[src/rtl/vac_pkg.sv]
// Package: shared widths and helpers for the video address counter.
// Assumes byte-granular register access on the low data byte.
package vac_pkg;
    localparam int VAC_ADDR_W  = 24;
    localparam int VAC_DATA_W  = 16;
    localparam int VAC_SEL_W   = 4;
    localparam int VAC_WIDTH_B = 10;
    localparam int VAC_OFFS_B  = 9;
    localparam int VAC_VFC_W   = 16;

    // Register select map, derived from the number of address bytes.
    function automatic int sel_base(input int lane);
        return lane;
    endfunction
    function automatic int sel_cnt(input int nbytes, input int lane);
        return nbytes + lane;
    endfunction
    function automatic int sel_offs(input int nbytes);
        return 2 * nbytes;
    endfunction
    function automatic int sel_width(input int nbytes);
        return 2 * nbytes + 1;
    endfunction
    function automatic int sel_vfc(input int nbytes);
        return 2 * nbytes + 2;
    endfunction
endpackage

[src/rtl/vac_base_reg.sv]
// Start-address register, written one byte lane at a time.
// Assumes at most one lane enable per cycle. A write to any lane above
// the lowest also zeroes the lowest lane.
module vac_base_reg #(
    parameter int ADDR_W = 24,
    localparam int NB    = ADDR_W / 8
) (
    input  logic              clk,
    input  logic              rst_n,
    input  logic [NB-1:0]     lane_we,
    input  logic [7:0]        wbyte,
    output logic [ADDR_W-1:0] base_q
);
    logic upper_we;

    // Any write above lane 0 clears lane 0.
    always_comb begin
        upper_we = |(lane_we >> 1);
    end

    for (genvar i = 0; i < NB; i++) begin : g_lane
        if (i == 0) begin : g_low
            // Lowest lane: direct write, else cleared by an upper-lane write.
            always_ff @(posedge clk) begin
                if (!rst_n)
                    base_q[7:0] <= '0;
                else if (lane_we[0])
                    base_q[7:0] <= wbyte;
                else if (upper_we)
                    base_q[7:0] <= '0;
            end
        end else begin : g_up
            // Upper lanes: plain byte write.
            always_ff @(posedge clk) begin
                if (!rst_n)
                    base_q[8*i +: 8] <= '0;
                else if (lane_we[i])
                    base_q[8*i +: 8] <= wbyte;
            end
        end
    end
endmodule

[src/rtl/vac_line_regs.sv]
// Line width and line offset registers, in words.
// Width keeps the full data word. Offset keeps only its significant bits.
module vac_line_regs #(
    parameter int DATA_W = 16,
    parameter int OFFS_B = 9
) (
    input  logic              clk,
    input  logic              rst_n,
    input  logic              width_we,
    input  logic              offs_we,
    input  logic [DATA_W-1:0] wdata,
    output logic [DATA_W-1:0] width_q,
    output logic [OFFS_B-1:0] offs_q
);
    // Width register write.
    always_ff @(posedge clk) begin
        if (!rst_n)
            width_q <= '0;
        else if (width_we)
            width_q <= wdata;
    end

    // Offset register write, masked to its field.
    always_ff @(posedge clk) begin
        if (!rst_n)
            offs_q <= '0;
        else if (offs_we)
            offs_q <= wdata[OFFS_B-1:0];
    end
endmodule

[src/rtl/vac_fetch_ctr.sv]
// Live fetch address counter.
// Priority per cycle: processor byte write, then frame reload, then line
// advance. A write to one lane holds the other lanes. Addition wraps at
// 2^ADDR_W.
module vac_fetch_ctr #(
    parameter int ADDR_W = 24,
    localparam int NB    = ADDR_W / 8
) (
    input  logic              clk,
    input  logic              rst_n,
    input  logic [NB-1:0]     lane_we,
    input  logic [7:0]        wbyte,
    input  logic [ADDR_W-1:0] base,
    input  logic [ADDR_W-1:0] step,
    input  logic              hblank,
    input  logic              vblank,
    output logic [ADDR_W-1:0] fetch_q
);
    logic              any_we;
    logic [ADDR_W-1:0] advanced;

    // Shared terms: write-hit flag and the wrapped next-line address.
    always_comb begin
        any_we   = |lane_we;
        advanced = fetch_q + step;
    end

    for (genvar i = 0; i < NB; i++) begin : g_lane
        // One byte lane of the counter with the priority chain.
        always_ff @(posedge clk) begin
            if (!rst_n)
                fetch_q[8*i +: 8] <= '0;
            else if (any_we) begin
                if (lane_we[i])
                    fetch_q[8*i +: 8] <= wbyte;
            end else if (vblank)
                fetch_q[8*i +: 8] <= base[8*i +: 8];
            else if (hblank)
                fetch_q[8*i +: 8] <= advanced[8*i +: 8];
        end
    end
endmodule

[src/rtl/vac_vfc.sv]
// Vertical frequency counter. The frame strobe clears it. A read and a
// line strobe each add one, so both together add two. Wraps at 2^VFC_W.
module vac_vfc #(
    parameter int VFC_W = 16
) (
    input  logic             clk,
    input  logic             rst_n,
    input  logic             rd_hit,
    input  logic             hblank,
    input  logic             vblank,
    output logic [VFC_W-1:0] vfc_q
);
    logic [1:0] incr;

    // Number of steps requested this cycle.
    always_comb begin
        incr = {1'b0, rd_hit} + {1'b0, hblank};
    end

    // Counter update with frame clear taking priority.
    always_ff @(posedge clk) begin
        if (!rst_n)
            vfc_q <= '0;
        else if (vblank)
            vfc_q <= '0;
        else
            vfc_q <= vfc_q + VFC_W'(incr);
    end
endmodule

[src/rtl/vid_addr_counter.sv]
// Video memory address counter top. It decodes the register port, forms
// the line step (width + offset) and muxes read data.
// Assumes single-cycle strobes and ADDR_W a multiple of 8.
module vid_addr_counter
    import vac_pkg::*;
#(
    parameter int ADDR_W  = VAC_ADDR_W,
    parameter int DATA_W  = VAC_DATA_W,
    parameter int SEL_W   = VAC_SEL_W,
    parameter int WIDTH_B = VAC_WIDTH_B,
    parameter int OFFS_B  = VAC_OFFS_B,
    parameter int VFC_W   = VAC_VFC_W
) (
    input  logic              clk,
    input  logic              rst_n,
    input  logic              cpu_wr,
    input  logic              cpu_rd,
    input  logic [SEL_W-1:0]  cpu_sel,
    input  logic [DATA_W-1:0] cpu_wdata,
    output logic [DATA_W-1:0] cpu_rdata,
    input  logic              hblank,
    input  logic              vblank,
    output logic [ADDR_W-1:0] fetch_addr,
    output logic [ADDR_W-1:0] base_addr
);
    localparam int NB        = ADDR_W / 8;
    localparam int SEL_OFFS  = sel_offs(NB);
    localparam int SEL_WIDTH = sel_width(NB);
    localparam int SEL_VFC   = sel_vfc(NB);

    logic [NB-1:0]     base_we;
    logic [NB-1:0]     cnt_we;
    logic [DATA_W-1:0] line_width;
    logic [OFFS_B-1:0] line_offs;
    logic [VFC_W-1:0]  vfc_val;
    logic [ADDR_W-1:0] line_step;
    logic              vfc_rd;

    // Per-lane write decode for start address and counter.
    for (genvar i = 0; i < NB; i++) begin : g_dec
        assign base_we[i] = cpu_wr && (cpu_sel == SEL_W'(sel_base(i)));
        assign cnt_we[i]  = cpu_wr && (cpu_sel == SEL_W'(sel_cnt(NB, i)));
    end

    // Read hit on the frequency counter, and the per-line step.
    always_comb begin
        vfc_rd    = cpu_rd && (cpu_sel == SEL_W'(SEL_VFC));
        line_step = ADDR_W'(line_width[WIDTH_B-1:0]) + ADDR_W'(line_offs);
    end

    vac_base_reg #(.ADDR_W(ADDR_W)) u_base (
        .clk     (clk),
        .rst_n   (rst_n),
        .lane_we (base_we),
        .wbyte   (cpu_wdata[7:0]),
        .base_q  (base_addr)
    );

    vac_line_regs #(.DATA_W(DATA_W), .OFFS_B(OFFS_B)) u_line (
        .clk      (clk),
        .rst_n    (rst_n),
        .width_we (cpu_wr && (cpu_sel == SEL_W'(SEL_WIDTH))),
        .offs_we  (cpu_wr && (cpu_sel == SEL_W'(SEL_OFFS))),
        .wdata    (cpu_wdata),
        .width_q  (line_width),
        .offs_q   (line_offs)
    );

    vac_fetch_ctr #(.ADDR_W(ADDR_W)) u_ctr (
        .clk     (clk),
        .rst_n   (rst_n),
        .lane_we (cnt_we),
        .wbyte   (cpu_wdata[7:0]),
        .base    (base_addr),
        .step    (line_step),
        .hblank  (hblank),
        .vblank  (vblank),
        .fetch_q (fetch_addr)
    );

    vac_vfc #(.VFC_W(VFC_W)) u_vfc (
        .clk    (clk),
        .rst_n  (rst_n),
        .rd_hit (vfc_rd),
        .hblank (hblank),
        .vblank (vblank),
        .vfc_q  (vfc_val)
    );

    // Read data multiplexer; unused codes return zero.
    always_comb begin
        cpu_rdata = '0;
        for (int i = 0; i < NB; i++) begin
            if (cpu_sel == SEL_W'(sel_base(i)))
                cpu_rdata = DATA_W'(base_addr[8*i +: 8]);
            if (cpu_sel == SEL_W'(sel_cnt(NB, i)))
                cpu_rdata = DATA_W'(fetch_addr[8*i +: 8]);
        end
        if (cpu_sel == SEL_W'(SEL_OFFS))
            cpu_rdata = DATA_W'(line_offs);
        if (cpu_sel == SEL_W'(SEL_WIDTH))
            cpu_rdata = line_width;
        if (cpu_sel == SEL_W'(SEL_VFC))
            cpu_rdata = DATA_W'(vfc_val);
    end
endmodule

[config.mk]
export PLATFORM = sky130hd
export DESIGN_NAME = vid_addr_counter
export DESIGN_NICKNAME = d
export VERILOG_FILES = /design/src/rtl/vac_pkg.sv /design/src/rtl/vac_base_reg.sv /design/src/rtl/vac_line_regs.sv /design/src/rtl/vac_fetch_ctr.sv /design/src/rtl/vac_vfc.sv /design/src/rtl/vid_addr_counter.sv
export SDC_FILE = /design/constraint.sdc
export NUM_CORES = 1
export LEC_CHECK = 0
export ABC_CLOCK_PERIOD_IN_PS = 3300
export BUFFER_PORTS_ARGS = -buffer_cell sky130_fd_sc_hd__buf_2
export CAP_MARGIN = 10
export CELL_PAD_IN_SITES_DETAIL_PLACEMENT = 0
export CELL_PAD_IN_SITES_GLOBAL_PLACEMENT = 1
export CORE_AREA = 2 2 141 130
export DETAILED_ROUTE_END_ITERATION = 7
export DIE_AREA = 0 0 143 132
export PLACE_DENSITY_LB_ADDON = 0.1
export SLEW_MARGIN = 15
export SYNTH_ARGS = -nofsm -noshare
export SYNTH_HDL_FRONTEND = slang
export SYNTH_HIERARCHICAL = 1
export SYNTH_SLANG_ARGS = --single-unit
[constraint.sdc]
create_clock -name clk -period 3.3 [get_ports clk]
set_input_delay 0.33 -clock clk [delete_from_list [all_inputs] [get_ports clk]]
set_output_delay 0.33 -clock clk [all_outputs]
set_load 0.02 [all_outputs]
==> flow_metrics.env <==
export IMPL_die_h_um=132
export IMPL_path_class="flip-flop to flip-flop"
export IMPL_grt_setup_unrepaired="true"
export IMPL_synth_seq_cells=89
export IMPL_drive_gt1_frac=0.252
export IMPL_combPwrFrac=0.222
export IMPL_critPathTopFamily="compound AO/OA/AOI/OAI gates"
export IMPL_syn2layout_area_growth_pct=22.3
export IMPL_synth_largest_area_cell="dfxtp_1"
export IMPL_seqPwrFrac=0.417
export IMPL_synth_area_leaders="dfxtp_1 28%, mux2i_1 7.4%, ha_1 6.5%"
export IMPL_cp_max_fo=4
export IMPL_synth_top_area_frac=0.281
export IMPL_ir_drop_mv=0.237
export IMPL_holdWs_ps=247
export IMPL_rr_startpoint="u_line/width_q[0]"
export IMPL_async_flop_share=0
export IMPL_synthCells=740
export IMPL_num_rows=46
export IMPL_dr_first_iter_drc_count=495
export IMPL_max_freq_mhz=292
export IMPL_via_per_inst=5.61
export IMPL_period_needed_ps=3420
export IMPL_grt_pass1_vias=6117
export IMPL_port_buffers=89
export IMPL_wl_per_cell_um=21.6
export IMPL_timing_final_ws_setup_ps=-124
export IMPL_pwr_share_clk=0.362
export IMPL_clock_sinks=89
export IMPL_yosysSeqAreaShare=0.281
export IMPL_antenna_found_initial=0
export IMPL_drtPass1Iterations=4
export IMPL_fillers=1741
export IMPL_num_vias=6243
export IMPL_final_cells=1112
export IMPL_ant_nets=0
export IMPL_hold_viol=0
export IMPL_cts_max_level=3
export IMPL_status="finished, violations left"
export IMPL_ctsLongestPathBuffers=2
export IMPL_power_internal_w=0.00186
export IMPL_slowest_delay_ps=400
export IMPL_crit_path_top_delay_cell="fa_2"
export IMPL_worst_pin_slew_ps=1180
export IMPL_drv_slew=0
export IMPL_io_pins=90
export IMPL_clock_latency_ps=360
export IMPL_grt_max_degree=74
export IMPL_cp_start_kind="flip-flop"
export IMPL_die_w_um=143
export IMPL_place_hpwl_um=18100
export IMPL_synthDistinctLibCells=83
export IMPL_path_clk_slew_ps=70
export IMPL_min_path_type="primary input to flip-flop"
export IMPL_antenna_cells=0
export IMPL_p_switching_w=0.000915
export IMPL_total_leakage_power_nw=3.12
export IMPL_dp_cells=1091
export IMPL_die_area_um2=18900
export IMPL_hp_start="cpu_wdata[14]"
export IMPL_grt_pass1_wl_um=36400
export IMPL_maxCapViolCount=0
export IMPL_synth_avg_cell_area_um2=8.57
export IMPL_placeableCoreArea_um2=17300
export IMPL_cp_required_ps=3540
export IMPL_path_buf_inv=0
export IMPL_pre_cts_ws_ps=-215
export IMPL_critPathCaptureType="flip-flop"
export IMPL_setup_viol=9
export IMPL_post_route_period_util=1.04
export IMPL_maxSlewHeadroom=0.208
export IMPL_finalClockSkew_ps=10.7
export IMPL_swShare=0.330
export IMPL_gp_congestion=0.925
export IMPL_initial_utilization=0.366
export IMPL_arrival_ps=3660
export IMPL_gr_usage_all_layers=0.252
export IMPL_grt_overflow_total=0
export IMPL_yosysWarnings=6
export IMPL_ys_flop_type="dfxtp_1"
export IMPL_finalNetCount=929
export IMPL_wl_um=24000
export IMPL_p_per_area_nw_per_um2=358
export IMPL_synth_area_um2=6340
export IMPL_crit_chain="ha_4, fa_2, a21o_1, a221oi_2, a21oi_2, a21oi_2, nor2b_2, ha_1, nand2_2, and2b_1, o211ai_2, nand2_2, a41oi_4, a2111o_1, o2111a_1"
export IMPL_cts_tree="built"
export IMPL_root_buffer="clkbuf_16"
export IMPL_violations="setup timing"
export IMPL_critPathLaunch="u_line/width_q[0]"
export IMPL_drc=0
export IMPL_numCtsBuffers=9
export IMPL_synth_edf_count=0
-- synth_stat cells (6+ instances only) --
master,n
a22o_1,7
a221o_1,6
buf_2,9
xnor2_1,13
clkbuf_1,13
o21ai_0,43
or4b_1,8
and3_1,10
o211ai_1,9
nand2_1,78
a211oi_1,9
nand2b_1,12
a221oi_1,6
buf_6,8
a21boi_0,8
and2_1,6
o22ai_1,10
nor3b_1,8
ha_1,33
a21oi_1,43
a21o_1,6
nor3_1,20
inv_1,17
mux2i_1,47
nor2b_1,48
nand4_1,6
o21a_1,7
a31oi_1,12
nor2_1,37
dfxtp_1,89
nand3_1,11
mux4_2,7
xor2_1,15
-- placed cells by master (no fill, tap or decap), types with 9 or more instances in the layout --
| master | count |
|---|---|
| xnor2_1 | 11 |
| clkbuf_16 | 9 |
| dfxtp_1 | 86 |
| ha_1 | 29 |
| buf_4 | 46 |
| nand2_1 | 76 |
| conb_1 | 13 |
| o21ai_0 | 42 |
| and3_1 | 10 |
| a21oi_2 | 13 |
| xor2_1 | 14 |
| a211oi_1 | 9 |
| o211ai_1 | 9 |
| mux2i_1 | 47 |
| a31oi_1 | 11 |
| nand3_1 | 10 |
| o22ai_1 | 10 |
| nand2b_1 | 12 |
| buf_2 | 89 |
| nor2_1 | 37 |
| nor3_1 | 20 |
| a21oi_1 | 32 |
| inv_1 | 17 |
| nor2b_1 | 47 |
-- state kept, by name, summed over array words and instances (netlist names) --
| signal | count |
|---|---|
| u_line/offs_q | 9 |
| u_line/width_q | 16 |
| u_base/base_q | 24 |
| u_ctr/fetch_q | 24 |
| u_vfc/vfc_q | 16 |
-- metrics by stage --
step | utilization | TNS [ps] | area (µm²) | total power, W
after floorplan | - | 0 | 6390 | 0.00155
after global placement | 0.419 | -766 | 7250 | 0.00175
after detailed placement | 0.419 | -1590 | 7250 | 0.00175
after CTS | 0.443 | -125 | 7670 | 0.00277
after global routing | 0.448 | -2420 | 7750 | 0.00290
final | 0.448 | -550 | 7750 | 0.00278
-- per-layer routing --
layer / track usage / vias up / routed length, µm
met2: 0.391 / 190 / 10700
met1: 0.364 / 3046 / 11500
li1: - / 2978 / -
met5: 0 / - / 0
met3: 0.0403 / 29 / 1250
met4: 0.0666 / 0 / 484
-- final timing paths --
check | slack, ps | to | depth (start not counted)
worst min-delay path | 250 | u_line/width_q[14] | 3
worst max register to register | -120 | u_ctr/fetch_q[23] | 15
worst min register to register | 490 | u_vfc/vfc_q[15] | 2
worst max-delay path | -120 | u_ctr/fetch_q[23] | 15
-- power groups by stage --
stage / clock network (W) / registers, W / logic [W]
final: 0.00100 / 0.00116 / 0.000615
after global routing: 0.00107 / 0.00116 / 0.000667
after CTS: 0.00103 / 0.00116 / 0.000583
after detailed placement: 0 / 0.00118 / 0.000567
after global placement: 0 / 0.00118 / 0.000566
after floorplan: 0 / 0.00119 / 0.000358
-- kinds of logic (layout without fill, tap and decap cells) --
logic type      after synthesis  after routing  synth area share
compound gates              211            211             0.231
xor+xnor                     28             28            0.0387
fa+ha+maj                    36             36            0.0746
buf+inv                      52            172            0.0464
flops                        89             89             0.281
mux                          55             55             0.101
other cells                   1             13          0.000591
simple gates                268            268             0.227
-- final cells by class --
| cell class | count | area, µm² | share of cell area |
|---|---|---|---|
| Clock buffer | 10 | 229 | 0.0295 |
| Clock inverter | 6 | 50.0 | 0.00645 |
| Inverter | 18 | 67.6 | 0.00871 |
| Multi-Input combinational cell | 611 | 4490 | 0.579 |
| Sequential cell | 89 | 1790 | 0.230 |
| Tap cell | 240 | 300 | 0.0387 |
| Timing Repair Buffer | 138 | 833 | 0.107 |
-- worst reg2reg max path, cell delays in order (launching register included) --
cell      delay, ps
dfxtp_2         340
ha_4            160
fa_2            400
a21o_1          190
a221oi_2        280
a21oi_2         150
a21oi_2         190
nor2b_2          60
ha_1            320
nand2_2         100
and2b_1         210
o211ai_2         90
nand2_2         120
a41oi_4         140
a2111o_1        390
o2111a_1        150
-- repair_timing --
| action | CTS | global route |
|---|---|---|
| hold buffers | 0 | 0 |
| resized for setup | 23 | 16 |
| pin swaps | 21 | 16 |
| setup endpoints to repair | 13 | 15 |
| buffers inserted | 4 | 1 |
No activity file was read; power rests on OpenSTA's default activity.
